**src/rtl/rate_gen_pkg.sv**
```systemverilog
package rate_gen_pkg;
  // shift used by the two fast codes: code c in {1,2} gives 1 << (FAST_SHIFT - c)
  localparam int FAST_SHIFT = 8;
  // highest code that uses the fast table
  localparam int FAST_LAST = 2;

  typedef struct packed {
    logic clr;    // generator idle: discard elapsed count
    logic inc;    // count one more tick
    logic wrap;   // interval complete: restart from zero
    logic clamp;  // count exceeds a newly shortened interval
  } rateStrobe_t;
endpackage

```
**src/rtl/rate_period_decode.sv**
```systemverilog
module rate_period_decode #(
  parameter int CODE_W = 4,
  parameter int CNT_W  = 16
) (
  input  logic [CODE_W-1:0] rateCode,
  output logic [CNT_W-1:0]  period
);
  import rate_gen_pkg::*;

  always_comb begin
    period = '0;
    if (rateCode == '0) begin
      period = '0;
    end else if (int'(rateCode) <= FAST_LAST) begin
      period = CNT_W'(1) << (FAST_SHIFT - int'(rateCode));
    end else begin
      period = CNT_W'(1) << (int'(rateCode) - 1);
    end
  end

  always_comb begin

    period_onehot_chk: assert ($onehot0(period));

    zero_code_chk: assert ((rateCode == '0) == (period == '0));
  end
endmodule

```
**src/rtl/rate_ctrl.sv**
```systemverilog
module rate_ctrl #(
  parameter int CODE_W = 4
) (
  input  logic                      clk,
  input  logic                      rst_n,
  input  logic [CODE_W-1:0]         rateCode,
  input  logic                      intEnable,
  input  logic                      dividerHold,
  input  logic                      baseTick,
  input  logic                      atLimit,
  input  logic                      overLimit,
  output rate_gen_pkg::rateStrobe_t strobe,
  output logic                      flagPulse
);
  import rate_gen_pkg::*;

  logic active;

  always_comb begin
    active       = intEnable && !dividerHold && (rateCode != '0);
    strobe       = '0;
    strobe.clr   = !active;
    strobe.wrap  = active && baseTick && atLimit;
    strobe.inc   = active && baseTick && !atLimit;
    strobe.clamp = active && !baseTick && overLimit;
  end

  always_ff @(posedge clk) begin
    if (!rst_n) begin
      flagPulse <= 1'b0;
    end else begin
      flagPulse <= strobe.wrap;
    end
  end


  flag_single_chk: assert property (@(posedge clk) disable iff (!rst_n)
    flagPulse |=> !flagPulse);


  flag_needs_tick_chk: assert property (@(posedge clk) disable iff (!rst_n)
    !baseTick |=> !flagPulse);


  flag_needs_enable_chk: assert property (@(posedge clk) disable iff (!rst_n)
    !intEnable |=> !flagPulse);


  flag_hold_chk: assert property (@(posedge clk) disable iff (!rst_n)
    dividerHold |=> !flagPulse);
endmodule

```
**src/rtl/rate_datapath.sv**
```systemverilog
module rate_datapath #(
  parameter int CNT_W = 16
) (
  input  logic                      clk,
  input  logic                      rst_n,
  input  logic [CNT_W-1:0]          period,
  input  rate_gen_pkg::rateStrobe_t strobe,
  output logic                      atLimit,
  output logic                      overLimit
);
  import rate_gen_pkg::*;

  logic [CNT_W-1:0] elapsed;
  logic [CNT_W:0]   nextCount;

  always_comb begin
    nextCount = {1'b0, elapsed} + 1'b1;
    atLimit   = nextCount >= {1'b0, period};
    overLimit = elapsed > period;
  end

  always_ff @(posedge clk) begin
    if (!rst_n) begin
      elapsed <= '0;
    end else if (strobe.clr || strobe.wrap) begin
      elapsed <= '0;
    end else if (strobe.inc) begin
      elapsed <= nextCount[CNT_W-1:0];
    end else if (strobe.clamp) begin
      elapsed <= period;
    end
  end


  clear_empties_chk: assert property (@(posedge clk) disable iff (!rst_n)
    strobe.clr |=> elapsed == '0);


  wrap_restart_chk: assert property (@(posedge clk) disable iff (!rst_n)
    strobe.wrap |=> elapsed == '0);


  bounded_count_chk: assert property (@(posedge clk) disable iff (!rst_n)
    (!strobe.clr && !$past(strobe.clr) && period == $past(period)) |-> elapsed <= period);


  strobe_exclusive_chk: assert property (@(posedge clk) disable iff (!rst_n)
    $onehot0({strobe.clr, strobe.inc, strobe.wrap, strobe.clamp}));
endmodule

```
**src/rtl/rate_gen.sv**
```systemverilog
module rate_gen #(
  parameter int CODE_W = 4,
  parameter int CNT_W  = 16
) (
  input  logic              clk,
  input  logic              rst_n,
  input  logic [CODE_W-1:0] rateCode,
  input  logic              intEnable,
  input  logic              dividerHold,
  input  logic              baseTick,
  output logic              flagPulse
);
  import rate_gen_pkg::*;

  logic [CNT_W-1:0] period;
  logic             atLimit;
  logic             overLimit;
  rateStrobe_t      strobe;

  rate_period_decode #(.CODE_W(CODE_W), .CNT_W(CNT_W)) uDecode (
    .rateCode (rateCode),
    .period   (period)
  );

  rate_ctrl #(.CODE_W(CODE_W)) uCtrl (
    .clk         (clk),
    .rst_n       (rst_n),
    .rateCode    (rateCode),
    .intEnable   (intEnable),
    .dividerHold (dividerHold),
    .baseTick    (baseTick),
    .atLimit     (atLimit),
    .overLimit   (overLimit),
    .strobe      (strobe),
    .flagPulse   (flagPulse)
  );

  rate_datapath #(.CNT_W(CNT_W)) uPath (
    .clk       (clk),
    .rst_n     (rst_n),
    .period    (period),
    .strobe    (strobe),
    .atLimit   (atLimit),
    .overLimit (overLimit)
  );
endmodule

```
**config.mk**
```make
export PLATFORM = sky130hd
export DESIGN_NAME = rate_gen
export DESIGN_NICKNAME = d
export VERILOG_FILES = /design/src/rtl/rate_gen_pkg.sv /design/src/rtl/rate_period_decode.sv /design/src/rtl/rate_ctrl.sv /design/src/rtl/rate_datapath.sv /design/src/rtl/rate_gen.sv
export SDC_FILE = /design/constraint.sdc
export NUM_CORES = 1
export LEC_CHECK = 0
export BUFFER_PORTS_ARGS = -buffer_cell sky130_fd_sc_hd__buf_2
export CELL_PAD_IN_SITES_DETAIL_PLACEMENT = 2
export CELL_PAD_IN_SITES_GLOBAL_PLACEMENT = 2
export CORE_ASPECT_RATIO = 0.9
export CORE_UTILIZATION = 35
export CTS_BUF_LIST = sky130_fd_sc_hd__clkbuf_8
export CTS_CLUSTER_DIAMETER = 60
export DETAILED_ROUTE_END_ITERATION = 7
export PLACE_DENSITY = 0.78
export SYNTH_ARGS = -nofsm -noshare
export SYNTH_HDL_FRONTEND = slang
export SYNTH_SLANG_ARGS = --single-unit
export TNS_END_PERCENT = 30
```
**constraint.sdc**
```tcl
create_clock -name clk -period 3 [get_ports clk]
set_input_delay 0 -clock clk [delete_from_list [all_inputs] [get_ports clk]]
set_output_delay 0 -clock clk [all_outputs]
set_load 0.03 [all_outputs]
```
==> impl_metrics.env, run 1 <==
export IMPL_cts_resized=83
export IMPL_die_height_um=76.26
export IMPL_port_buffers=9
export IMPL_postSynthCellCount=267
export IMPL_die_w_um=84.51
export IMPL_synthTopCellsByArea="ha_1 (21%), dfxtp_1 (16%), a21oi_1 (4.9%), nand2_1 (4.7%), xnor2_1 (4.5%)"
export IMPL_avgSynthCellArea_um2=8.032
export IMPL_yosys_area_top_type_share=0.2100
export IMPL_cts_sinks=17
export IMPL_yosysSeqAreaShare=0.1587
export IMPL_synth_nets=312
export IMPL_ys_ff_latch=17
export IMPL_ys_types=56
export IMPL_synth_edff_count=0
export IMPL_start_util=0.3704
export IMPL_ioPinCount=10
export IMPL_cts_path_max_buffers=2
export IMPL_cts_max_level=1
export IMPL_status="did not finish"
export IMPL_firstError="[ERROR DPL-0033] detailed placement checks failed during check placement."
export IMPL_numCtsBuffers=3
export IMPL_postCtsHoldBufs=1
export IMPL_failed_stage="4_1_cts"
export IMPL_postSynth_asyncResetShare=0
export IMPL_ys_flop_type="dfxtp_1"
export IMPL_synth_area_mm2=0.002145
export IMPL_gp_congestion=0.8569
export IMPL_root_buffer="clkbuf_8"
export IMPL_synth_warnings=0
export IMPL_dp_slack_ps=-691.8
export IMPL_post_cts_buffers=17
export IMPL_synth_top_area_cell="ha_1"
export IMPL_rows=26
export IMPL_hpwl_um=8712
## metrics by stage
step	area, µm²	util	hold WS [ps]	instances
3_3_place_gp	3030	0.5233	237.5	427
2_1_floorplan	2271	-	134.9	267
3_5_place_dp	3030	0.5233	275.4	427
## cell usage after synthesis (2+ instances only)
library cell  count
a2111oi_0         2
nor4_1            3
buf_4             2
nand3_1          15
o31ai_1           2
or4_1             2
a21o_1            4
o211ai_1          3
nand2b_1          2
o22ai_1           5
a21boi_1          2
o21ai_1           3
nor2_1           15
a211oi_1          4
or2_1             2
nand2_1          27
o32a_1            4
or2_2             2
inv_1            14
ha_1             36
a2111oi_2         2
dfxtp_1          17
nor3_1           10
buf_2             3
mux2_2            3
mux2i_1           9
xnor2_1          11
xor2_1            5
nand4_1           4
or3_1             3
nor2b_1           3
o21ai_0           4
a21oi_1          21
## kinds of logic after synthesis
kind of cell / share of synthesized area
adders and majority gates: 0.2100
xor gates and xnor gates: 0.06534
AOI/OAI and AO/OA: 0.2398
muxes: 0.05776
buffers and inverters: 0.04550
DFF: 0.1587
and+or+nand+nor: 0.2229
==> inputs of run 2 (changes only) <==
CELL_PAD_IN_SITES_DETAIL_PLACEMENT = not set   (was 2)
CELL_PAD_IN_SITES_GLOBAL_PLACEMENT = not set   (was 2)
CORE_ASPECT_RATIO = not set   (was 0.9)
CORE_UTILIZATION = 30   (was 35)
CTS_BUF_LIST = not set   (was sky130_fd_sc_hd__clkbuf_8)
CTS_CLUSTER_DIAMETER = not set   (was 60)
PLACE_DENSITY = not set   (was 0.78)
PLACE_DENSITY_LB_ADDON = 0.15   (was not set)
clock period = 3.9 ns   (was 3 ns; I/O delays follow)
==> run 2 against run 1 <==
  * The run now ends clean
  * Synthesized cell count unchanged
  * Area after synthesis unchanged
==> impl_metrics.env, run 2 <==
export IMPL_fin_cells=384
export IMPL_intPower_uw=312.0
export IMPL_switchingPower_uw=182.5
export IMPL_grt_ovfl_total=0
export IMPL_worstHoldPathType="in2reg"
export IMPL_fin_crit_sh=0.9288
export IMPL_synthAdderAreaFrac=0.2100
export IMPL_slowest_delay_ps=490
export IMPL_wire_per_inst_um=15.75
export IMPL_hpwl_um=4794
export IMPL_fin_crit_ps=3622
export IMPL_worstSetupEndpointType="flop"
export IMPL_p_sw_frac=0.3691
export IMPL_clk_pin_slew_worst_paths_ps=80
export IMPL_final_cell_mix="ha_1 (36), nand2_1 (27), a21oi_1 (21), dfxtp_1 (17)"
export IMPL_ioPinCount=10
export IMPL_root_buffer="clkbuf_8"
export IMPL_final_setup_viol_count=0
export IMPL_vias=2021
export IMPL_cts_tree="built"
export IMPL_routed_wl_um=6047
export IMPL_num_antenna_cells=0
export IMPL_ys_types=56
export IMPL_port_buffers=9
export IMPL_die_height_um=86.55
export IMPL_p_seq_frac=0.360
export IMPL_drive_gt1_frac=0.1493
export IMPL_area_delta_synth_final_pct=13.54
export IMPL_synth_most_common_cell="ha_1"
export IMPL_drcViolationCount=0
export IMPL_synth_xor_area_frac=0.06534
export IMPL_synth_nets=312
export IMPL_avgSynthCellArea_um2=8.032
export IMPL_synth_edff_count=0
export IMPL_synth_commonest_cells="ha_1 (36), nand2_1 (27), a21oi_1 (21), dfxtp_1 (17)"
export IMPL_ys_flop_type="dfxtp_1"
export IMPL_hold_viol=0
export IMPL_skew_ps=2.956
export IMPL_ys_ff_latch=17
export IMPL_wl_met1_um=3033
export IMPL_max_freq_mhz=276.1
export IMPL_routed_top_layer="met4"
export IMPL_ant_nets=0
export IMPL_ff2ff_path_depth=12
export IMPL_vdd_ir_drop_worst_uv=136.8
export IMPL_largest_reg_flops=16
export IMPL_clockPowerShare=0.304
export IMPL_dr_wl_met3_um=116
export IMPL_cts_path_max_buffers=2
export IMPL_final_common_cell="ha_1"
export IMPL_gp_congestion=0.7906
export IMPL_drtIter0Drc=100
export IMPL_drt_first_pass_iters=4
export IMPL_grt_max_degree=17
export IMPL_start_util=0.3139
export IMPL_grt_pass1_vias=1946
export IMPL_n_fill_cell=751
export IMPL_synth_top_family_by_area="compound AO/OA/AOI/OAI gates"
export IMPL_crit_type="reg2reg"
export IMPL_yosysSeqAreaShare=0.1587
export IMPL_pwr_share_comb=0.335
export IMPL_synth_compound_area_share=0.2398
export IMPL_synth_warnings=0
export IMPL_cp_max_fo=16
export IMPL_synth_simple_area_share=0.2229
export IMPL_grt_pass1_wl_um=10010
export IMPL_numCtsBuffers=3
export IMPL_slowest_stage="or3_1"
export IMPL_yosys_area_top_type_share=0.2100
export IMPL_die_w_um=86.55
export IMPL_largest_register="uPath.elapsed"
export IMPL_power_leakage_uw=0.001005
export IMPL_top_regs="uPath.elapsed x16, uCtrl.flagPulse x1"
export IMPL_rsz0062_at_grt="no"
export IMPL_post_drt_via_cell_ratio=5.263
export IMPL_worstSetupStartpointType="flop"
export IMPL_clock_latency_ps=270
export IMPL_synth_area_mux_share=0.05776
export IMPL_worst_pin_slew_ps=738.1
export IMPL_synthTopCellsByArea="ha_1 (21%), dfxtp_1 (16%), a21oi_1 (4.9%), nand2_1 (4.7%), xnor2_1 (4.5%)"
export IMPL_critPathArrivalTime_ps=3760
export IMPL_die_area_mm2=0.007491
export IMPL_placed_area_mm2=0.002370
export IMPL_cts_max_level=1
export IMPL_crit_chain="nand3_1 > or3_1 > nor4_1 > xor2_1 > ha_1 > nand3_1 > nor3_1 > o311a_1 > or3_1 > buf_4 > nor2_1 > nor4_1"
export IMPL_met2_length_um=2861
export IMPL_slew_viol_final=0
export IMPL_slew_headroom=0.5061
export IMPL_synth_area_mm2=0.002145
export IMPL_status="finished, final reports clean"
export IMPL_layout_nets=334
export IMPL_core_mm2=0.006832
export IMPL_grt_usage=0.1757
export IMPL_postSynthCellCount=267
export IMPL_antenna_found_initial=0
export IMPL_dp_cells=379
export IMPL_power_density_mw_per_mm2=203.1
export IMPL_synth_top_area_cell="ha_1"
export IMPL_cts_sinks=17
export IMPL_tns_ps=0
export IMPL_fin_area_mm2=0.002435
export IMPL_drv_cap=0
export IMPL_postSynth_asyncResetShare=0
export IMPL_regToRegSetupSlack_ps=280
export IMPL_rows=30
export IMPL_hold_depth=4
export IMPL_cp_required_ps=4040
run 2: cell type report:
type / instances / area (µm²) / share of cell area
clock buffers: 3 / 41.29 / 0.01696
clock inverters: 1 / 7.507 / 0.003083
repair buffers: 24 / 160.2 / 0.06578
inverters: 14 / 52.55 / 0.02158
well taps: 96 / 120.1 / 0.04933
multi-input cells: 229 / 1713 / 0.7035
flip-flops and latches: 17 / 340.3 / 0.1398
run 2: critical path, delay by kind of cell, from the launching register on:
kind / cells / cell delay, ps
compound gates: 1 / 320
xor+xnor: 1 / 160
fa+ha+maj: 1 / 310
buf+inv: 1 / 250
flops: 1 / 460
simple gates: 8 / 1990
run 2: logic make-up (layout without fill, tap and decap cells):
group	count (synthesis)	in the layout
AND/OR/NAND/NOR	96	96
XOR/XNOR	16	16
multiplexers	12	12
flip-flops	17	17
buffers and inverters	21	42
adder cells (fa/ha/maj)	36	36
AO/OA/AOI/OAI	69	69
run 2: per-stage QoR:
stage	setup WS (ps)	hold WS, ps	util	power, µW
3_3_place_gp	248.4	233.8	0.3469	345.7
5_1_grt	30.31	358.6	0.3564	530.8
2_1_floorplan	703.8	134.9	-	295.5
6_report	277.5	313.2	0.3564	494.5
3_5_place_dp	101.7	239.8	0.3469	346.4
4_1_cts	280.3	311.8	0.3555	504.1
run 2: metal layers:
metal	track usage	vias up
met2	0.2951	15
met1	0.2411	956
met3	0.02857	2
li1	-	1048
met5	0	-
met4	0.02576	0
run 2: power by group through the flow:
| stage | Sequential [µW] | Clock, µW | Combinational (µW) |
|---|---|---|---|
| after global placement | 182 | 0 | 163 |
| after global routing | 179 | 165 | 187 |
| after CTS | 178 | 160 | 166 |
| final | 178 | 150 | 166 |
| after floorplan | 182 | 0 | 113 |
| after detailed placement | 182 | 0 | 164 |
run 2: repair_timing:
| action | CTS | global route |
|---|---|---|
| hold buffers | 1 | 0 |
| endpoints found under the setup margin | 0 | 2 |
| setup buffers | 0 | 0 |
| resized for setup | 0 | 2 |
| hold endpoints to repair | 1 | 0 |
run 2: worst paths after layout:
check,startpoint,endpoint
min,rateCode[0],uPath.elapsed[13]
max,uPath.elapsed[2],uPath.elapsed[4]
max reg2reg,uPath.elapsed[2],uPath.elapsed[4]
min reg2reg,uPath.elapsed[3],uPath.elapsed[3]
No activity file was read; power rests on OpenSTA's default activity.
==> inputs of run 3 (changes only) <==
CORE_MARGIN = 2   (was not set)
==> run 3 against run 2 <==
  * Final area grew 0.98%
  * Via count up 0.99%
  * Final cell count rose by 0.26%
  * Register-to-register slack better by 20 ps
  * Combinational power increased by 5%
==> impl_metrics.env, run 3 (synthesis gave the netlist of run 2 again) <==
export IMPL_cp_required_ps=4090
export IMPL_die_area_mm2=0.007841
export IMPL_vias=2041
export IMPL_worstHoldPathType="in2reg"
export IMPL_ioPinCount=10
export IMPL_grt_max_degree=16
export IMPL_cts_tree="built"
export IMPL_num_antenna_cells=0
export IMPL_multi_input_area_mm2=0.001732
export IMPL_antenna_found_initial=0
export IMPL_setup_ws_ps=232.6
export IMPL_drv_cap=0
export IMPL_ant_nets=0
export IMPL_hold_viol=0
export IMPL_gp_congestion=0.8226
export IMPL_critPathArrivalTime_ps=3860
export IMPL_rows=30
export IMPL_wire_per_inst_um=16.29
export IMPL_die_height_um=88.55
export IMPL_gr_usage_met3=0.01399
export IMPL_worstSetupEndpointType="flop"
export IMPL_rsz0062_at_grt="no"
export IMPL_largest_register="uPath.elapsed"
export IMPL_hpwl_um=4918
export IMPL_grt_pass1_wl_um=10490
export IMPL_drcViolationCount=0
export IMPL_routed_wl_um=6270
export IMPL_final_cell_mix="ha_1 (36), nand2_1 (27), a21oi_1 (21), dfxtp_1 (17)"
export IMPL_met1_usage=0.2534
export IMPL_crit_type="in2reg"
export IMPL_worst_pin_slew_ps=531.6
export IMPL_power_leakage_uw=0.001017
export IMPL_utilization=0.3579
export IMPL_vdd_ir_drop_worst_uv=96.24
export IMPL_ff2ff_path_depth=13
export IMPL_use_met2=0.2796
export IMPL_cp_max_fo=15
export IMPL_status="finished, final reports clean"
export IMPL_largest_reg_flops=16
export IMPL_post_drt_via_cell_ratio=5.301
export IMPL_port_buffers=9
export IMPL_drt_first_pass_iters=4
export IMPL_seq_area_um2=340.3
export IMPL_root_buffer="clkbuf_8"
export IMPL_crit_top_cell="ha_1"
export IMPL_slowest_delay_ps=520
export IMPL_dp_cells=380
export IMPL_numCtsBuffers=3
export IMPL_area_delta_synth_final_pct=14.64
export IMPL_final_setup_viol_count=0
export IMPL_clock_latency_ps=270
export IMPL_crit_chain="buf_2 > inv_1 > ha_1 > or4_1 > o21ai_1 > nand2_1 > ha_1 > nand4_1 > nor4_1 > a21boi_1 > o31a_2 > mux2_2 > a211oi_1"
export IMPL_busiest_layer="met2"
export IMPL_cts_path_max_buffers=2
export IMPL_final_common_cell="ha_1"
export IMPL_skew_ps=4.350
export IMPL_slew_headroom=0.6432
export IMPL_placed_area_mm2=0.002377
export IMPL_top_regs="uPath.elapsed x16, uCtrl.flagPulse x1"
export IMPL_cts_max_level=1
export IMPL_core_mm2=0.006869
export IMPL_fin_crit_sh=0.9404
export IMPL_fin_cells=385
export IMPL_slowest_stage="or4_1"
export IMPL_worstSetupStartpointType="input pin"
export IMPL_dp_slack_ps=6.188
export IMPL_clk_pin_slew_worst_paths_ps=80
export IMPL_layout_nets=335
export IMPL_drtIter0Drc=70
export IMPL_power_density_mw_per_mm2=203.2
export IMPL_n_fill_cell=731
export IMPL_die_w_um=88.55
export IMPL_tns_ps=0
export IMPL_fin_crit_ps=3667
export IMPL_grt_ovfl_total=0
export IMPL_grt_pass1_vias=2027
export IMPL_start_util=0.3122
export IMPL_fin_area_mm2=0.002459
export IMPL_drive_gt1_frac=0.1557
export IMPL_cts_sinks=17
export IMPL_grt_usage=0.1741
export IMPL_max_freq_mhz=272.7
export IMPL_hold_depth=4
export IMPL_slew_viol_final=0
-- run 3: critical path: cells and delay by family --
family,cells,cell delay [ps]
and+or+nand+nor,4,1310
AOI/OAI and AO/OA,4,1210
adders and majority gates,2,690
muxes,1,390
buffers and inverters,2,240
-- run 3: final timing paths --
check / startpoint / endpoint / slack [ps]
worst max-delay path: rateCode[0] / uPath.elapsed[14] / 230
worst max register to register: uPath.elapsed[1] / uPath.elapsed[8] / 300
worst min register to register: uPath.elapsed[3] / uPath.elapsed[3] / 580
worst min-delay path: rateCode[0] / uPath.elapsed[13] / 310
-- run 3: metal layers --
layer  vias to the layer above  wire length [µm]
met4                         0                60
met1                       953              3145
met3                         5               235
met2                        35              2829
met5                         -                 0
li1                       1048                 -
-- run 3: area by class of cell --
cell class                      count  share of cell area
Clock inverter                      1            0.002036
Multi-Input combinational cell    229              0.7043
Clock buffer                        3             0.01679
Tap cell                           96             0.04885
Inverter                           14             0.02137
Timing Repair Buffer               25             0.06819
Sequential cell                    17              0.1384
-- run 3: where the power goes --
| part | switching [µW] | total [µW] | internal (µW) | leakage [µW] |
|---|---|---|---|---|
| combinational | 109 | 175 | 65.2 | 0.000854 |
| clock | 75.6 | 147 | 71.4 | 0.0000255 |
| sequential | 2.53 | 178 | 176 | 0.000137 |
-- run 3: stage by stage --
stage | hold WS (ps) | total power [µW]
6_report | 314.0 | 499.6
5_1_grt | 365.8 | 530.6
4_1_cts | 310.7 | 499.6
3_5_place_dp | 237.7 | 349.8
3_3_place_gp | 237.2 | 348.7
2_1_floorplan | 134.9 | 295.5
-- run 3: timing repair --
action	CTS	global route
hold buffers	1	0
gates resized for setup	0	5
endpoints found under the setup margin	0	11
setup buffers	0	0
hold endpoints to repair	1	0
==> inputs of run 4 (changes only) <==
CTS_CLUSTER_DIAMETER = 100   (was not set)
SYNTH_HIERARCHICAL = 1   (was not set)
clock period = 4.03 ns   (was 3.9 ns; I/O delays follow)
==> run 4 against run 3 <==
  * Area after synthesis rose by 5.0%
  * Final area is 7.2% higher
  * Die area rose by 4.8%
  * Flip-flop and latch count did not move
  * Synthesized cell count increased by 8.2%
  * Routed wire length up 1.5%
  * Worst setup slack improved by 140 ps
  * Largest power group is now combinational cells
==> impl_metrics.env, run 4 <==
export IMPL_status="finished, final reports clean"
export IMPL_yosys_area_top_type_share=0.2000
export IMPL_crit_type="in2reg"
export IMPL_largest_reg_flops=16
export IMPL_grt_ovfl_total=0
export IMPL_worst_pin_slew_ps=512.9
export IMPL_synth_edff_count=0
export IMPL_dp_cells=409
export IMPL_worstHoldPathType="in2reg"
export IMPL_grt_pass1_wl_um=10420
export IMPL_yosysSeqAreaShare=0.1511
export IMPL_fin_crit_sh=0.9085
export IMPL_power_density_mw_per_mm2=183.5
export IMPL_layout_nets=361
export IMPL_port_buffers=9
export IMPL_fin_cells=414
export IMPL_synthTopCellsByArea="ha_1 (20%), dfxtp_1 (15%), a21oi_1 (7.3%), xnor2_1 (5.1%), nor3_1 (4.4%)"
export IMPL_ys_types=58
export IMPL_routed_wl_um=6362
export IMPL_hold_viol=0
export IMPL_vdd_ir_drop_worst_uv=113.5
export IMPL_synth_most_common_cell="ha_1"
export IMPL_synth_nets=334
export IMPL_critPathTopFamily="compound AO/OA/AOI/OAI gates"
export IMPL_grt_pass1_vias=2089
export IMPL_vias=2195
export IMPL_cp_required_ps=4180
export IMPL_ys_ff_latch=17
export IMPL_top_regs="uPath/elapsed x16, uCtrl/flagPulse x1"
export IMPL_utilization=0.3635
export IMPL_post_drt_via_cell_ratio=5.302
export IMPL_clk_pin_slew_worst_paths_ps=70
export IMPL_numCtsBuffers=3
export IMPL_cts_max_level=1
export IMPL_crit_chain="buf_2 > inv_1 > ha_1 > or2b_1 > a21boi_0 > o211ai_1 > nor3_1 > inv_1 > ha_1 > a21oi_1 > a21boi_0 > o31ai_1 > nand3_1 > nor3_4 > nor2_1 > buf_4 > a22o_1 > o31a_1"
export IMPL_ioPinCount=10
export IMPL_final_setup_viol_count=0
export IMPL_clock_latency_ps=250
export IMPL_grt_usage=0.1559
export IMPL_cp_max_fo=5
export IMPL_fin_crit_ps=3661
export IMPL_synth_simple_area_share=0.2933
export IMPL_synthAdderAreaFrac=0.2000
export IMPL_cts_sinks=17
export IMPL_synth_commonest_cells="ha_1 (36), a21oi_1 (33), inv_1 (22), nor3_1 (20)"
export IMPL_wire_per_inst_um=15.37
export IMPL_ant_nets=0
export IMPL_area_delta_synth_final_pct=17.06
export IMPL_num_antenna_cells=0
export IMPL_worstSetupEndpointType="flop"
export IMPL_cts_path_max_buffers=2
export IMPL_grt_max_degree=15
export IMPL_power_leakage_uw=0.001095
export IMPL_p_total_uw=483.7
export IMPL_root_buffer="clkbuf_8"
export IMPL_postSynthCellCount=289
export IMPL_final_common_cell="ha_1"
export IMPL_drv_cap=0
export IMPL_synth_area_mux_share=0.02222
export IMPL_synth_xor_area_frac=0.06222
export IMPL_ys_flop_type="dfxtp_1"
export IMPL_max_freq_mhz=273.1
export IMPL_hpwl_um=5222
export IMPL_hold_slack_ps=154.5
export IMPL_final_cell_mix="ha_1 (36), a21oi_1 (32), buf_4 (22), inv_1 (22)"
export IMPL_drive_gt1_frac=0.1873
export IMPL_synth_top_area_cell="ha_1"
export IMPL_critPathArrivalTime_ps=3810
export IMPL_worstSetupStartpointType="input pin"
export IMPL_die_area_mm2=0.008217
export IMPL_slew_headroom=0.6555
export IMPL_setup_ws_ps=368.7
export IMPL_die_height_um=90.65
export IMPL_slew_viol_final=0
export IMPL_synth_warnings=6
export IMPL_synth_area_mm2=0.002252
export IMPL_antenna_found_initial=0
export IMPL_path_buf_inv=4
export IMPL_drcViolationCount=0
export IMPL_drtIter0Drc=102
export IMPL_synth_compound_area_share=0.2078
export IMPL_skew_ps=0.8736
export IMPL_dp_slack_ps=-58.11
export IMPL_largest_register="uPath/elapsed"
export IMPL_avgSynthCellArea_um2=7.793
export IMPL_drt_first_pass_iters=4
export IMPL_cts_tree="built"
export IMPL_start_util=0.3105
export IMPL_slowest_delay_ps=430
export IMPL_core_mm2=0.007253
export IMPL_die_w_um=90.65
export IMPL_synth_top_family_by_area="simple AND/OR/NAND/NOR gates"
export IMPL_postSynth_asyncResetShare=0
export IMPL_rows=31
export IMPL_gp_congestion=0.7971
export IMPL_slowest_stage="nor3_1"
export IMPL_rsz0062_at_grt="no"
## run 4: cells by family (layout without fill, tap and decap cells)
logic type / count (synthesis) / in the layout
DFF: 17 / 17
buffers and inverters: 33 / 59
muxes: 5 / 5
and+or+nand+nor: 109 / 109
adders and majority gates: 36 / 36
xor gates and xnor gates: 16 / 16
AOI/OAI and AO/OA: 73 / 73
## run 4: power by group
group | internal (µW) | switching (µW) | total, µW
Clock | 70.3 | 64.7 | 135
Combinational | 70.8 | 108 | 179
Sequential | 169 | 1.11 | 170
## run 4: final cells by class
type	count	area (µm²)
well taps	99	123.9
fillers	786	4617
repair buffers	32	220.2
flip-flops and latches	17	340.3
clock buffers	4	45.04
inverters	23	86.33
multi-input cells	239	1821
## run 4: metrics by stage
step           TNS [ps]  cell area [µm²]
2_1_floorplan         0             2252
6_report              0             2636
5_1_grt               0             2636
3_5_place_dp     -78.44             2541
3_3_place_gp     -94.97             2541
4_1_cts               0             2596
## run 4: worst paths after layout
check                     from                 to  slack, ps  cells after the start
max reg2reg   uPath/elapsed[1]  uPath/elapsed[14]        460                     15
max                rateCode[0]  uPath/elapsed[14]        370                     18
min reg2reg  uPath/elapsed[11]  uPath/elapsed[11]        540                      2
min                dividerHold    uCtrl/flagPulse        150                      3
## run 4: worst min-delay path, delay by kind of cell
| family | cells | cell delay, ps |
|---|---|---|
| buffers and inverters | 1 | 80 |
| and+or+nand+nor | 2 | 290 |
## run 4: timing repair
action / in CTS / in global routing
endpoints found under the hold margin: 1 / 0
buffers inserted: 0 / 0
hold buffers: 1 / 0
resized for setup: 0 / 9
endpoints found under the setup margin: 0 / 15
## run 4: layer usage
layer,global-route usage,share of wire
met5,0,0
met4,0.02436,0.0083
met3,0.02087,0.017
met2,0.2593,0.47
met1,0.2180,0.51
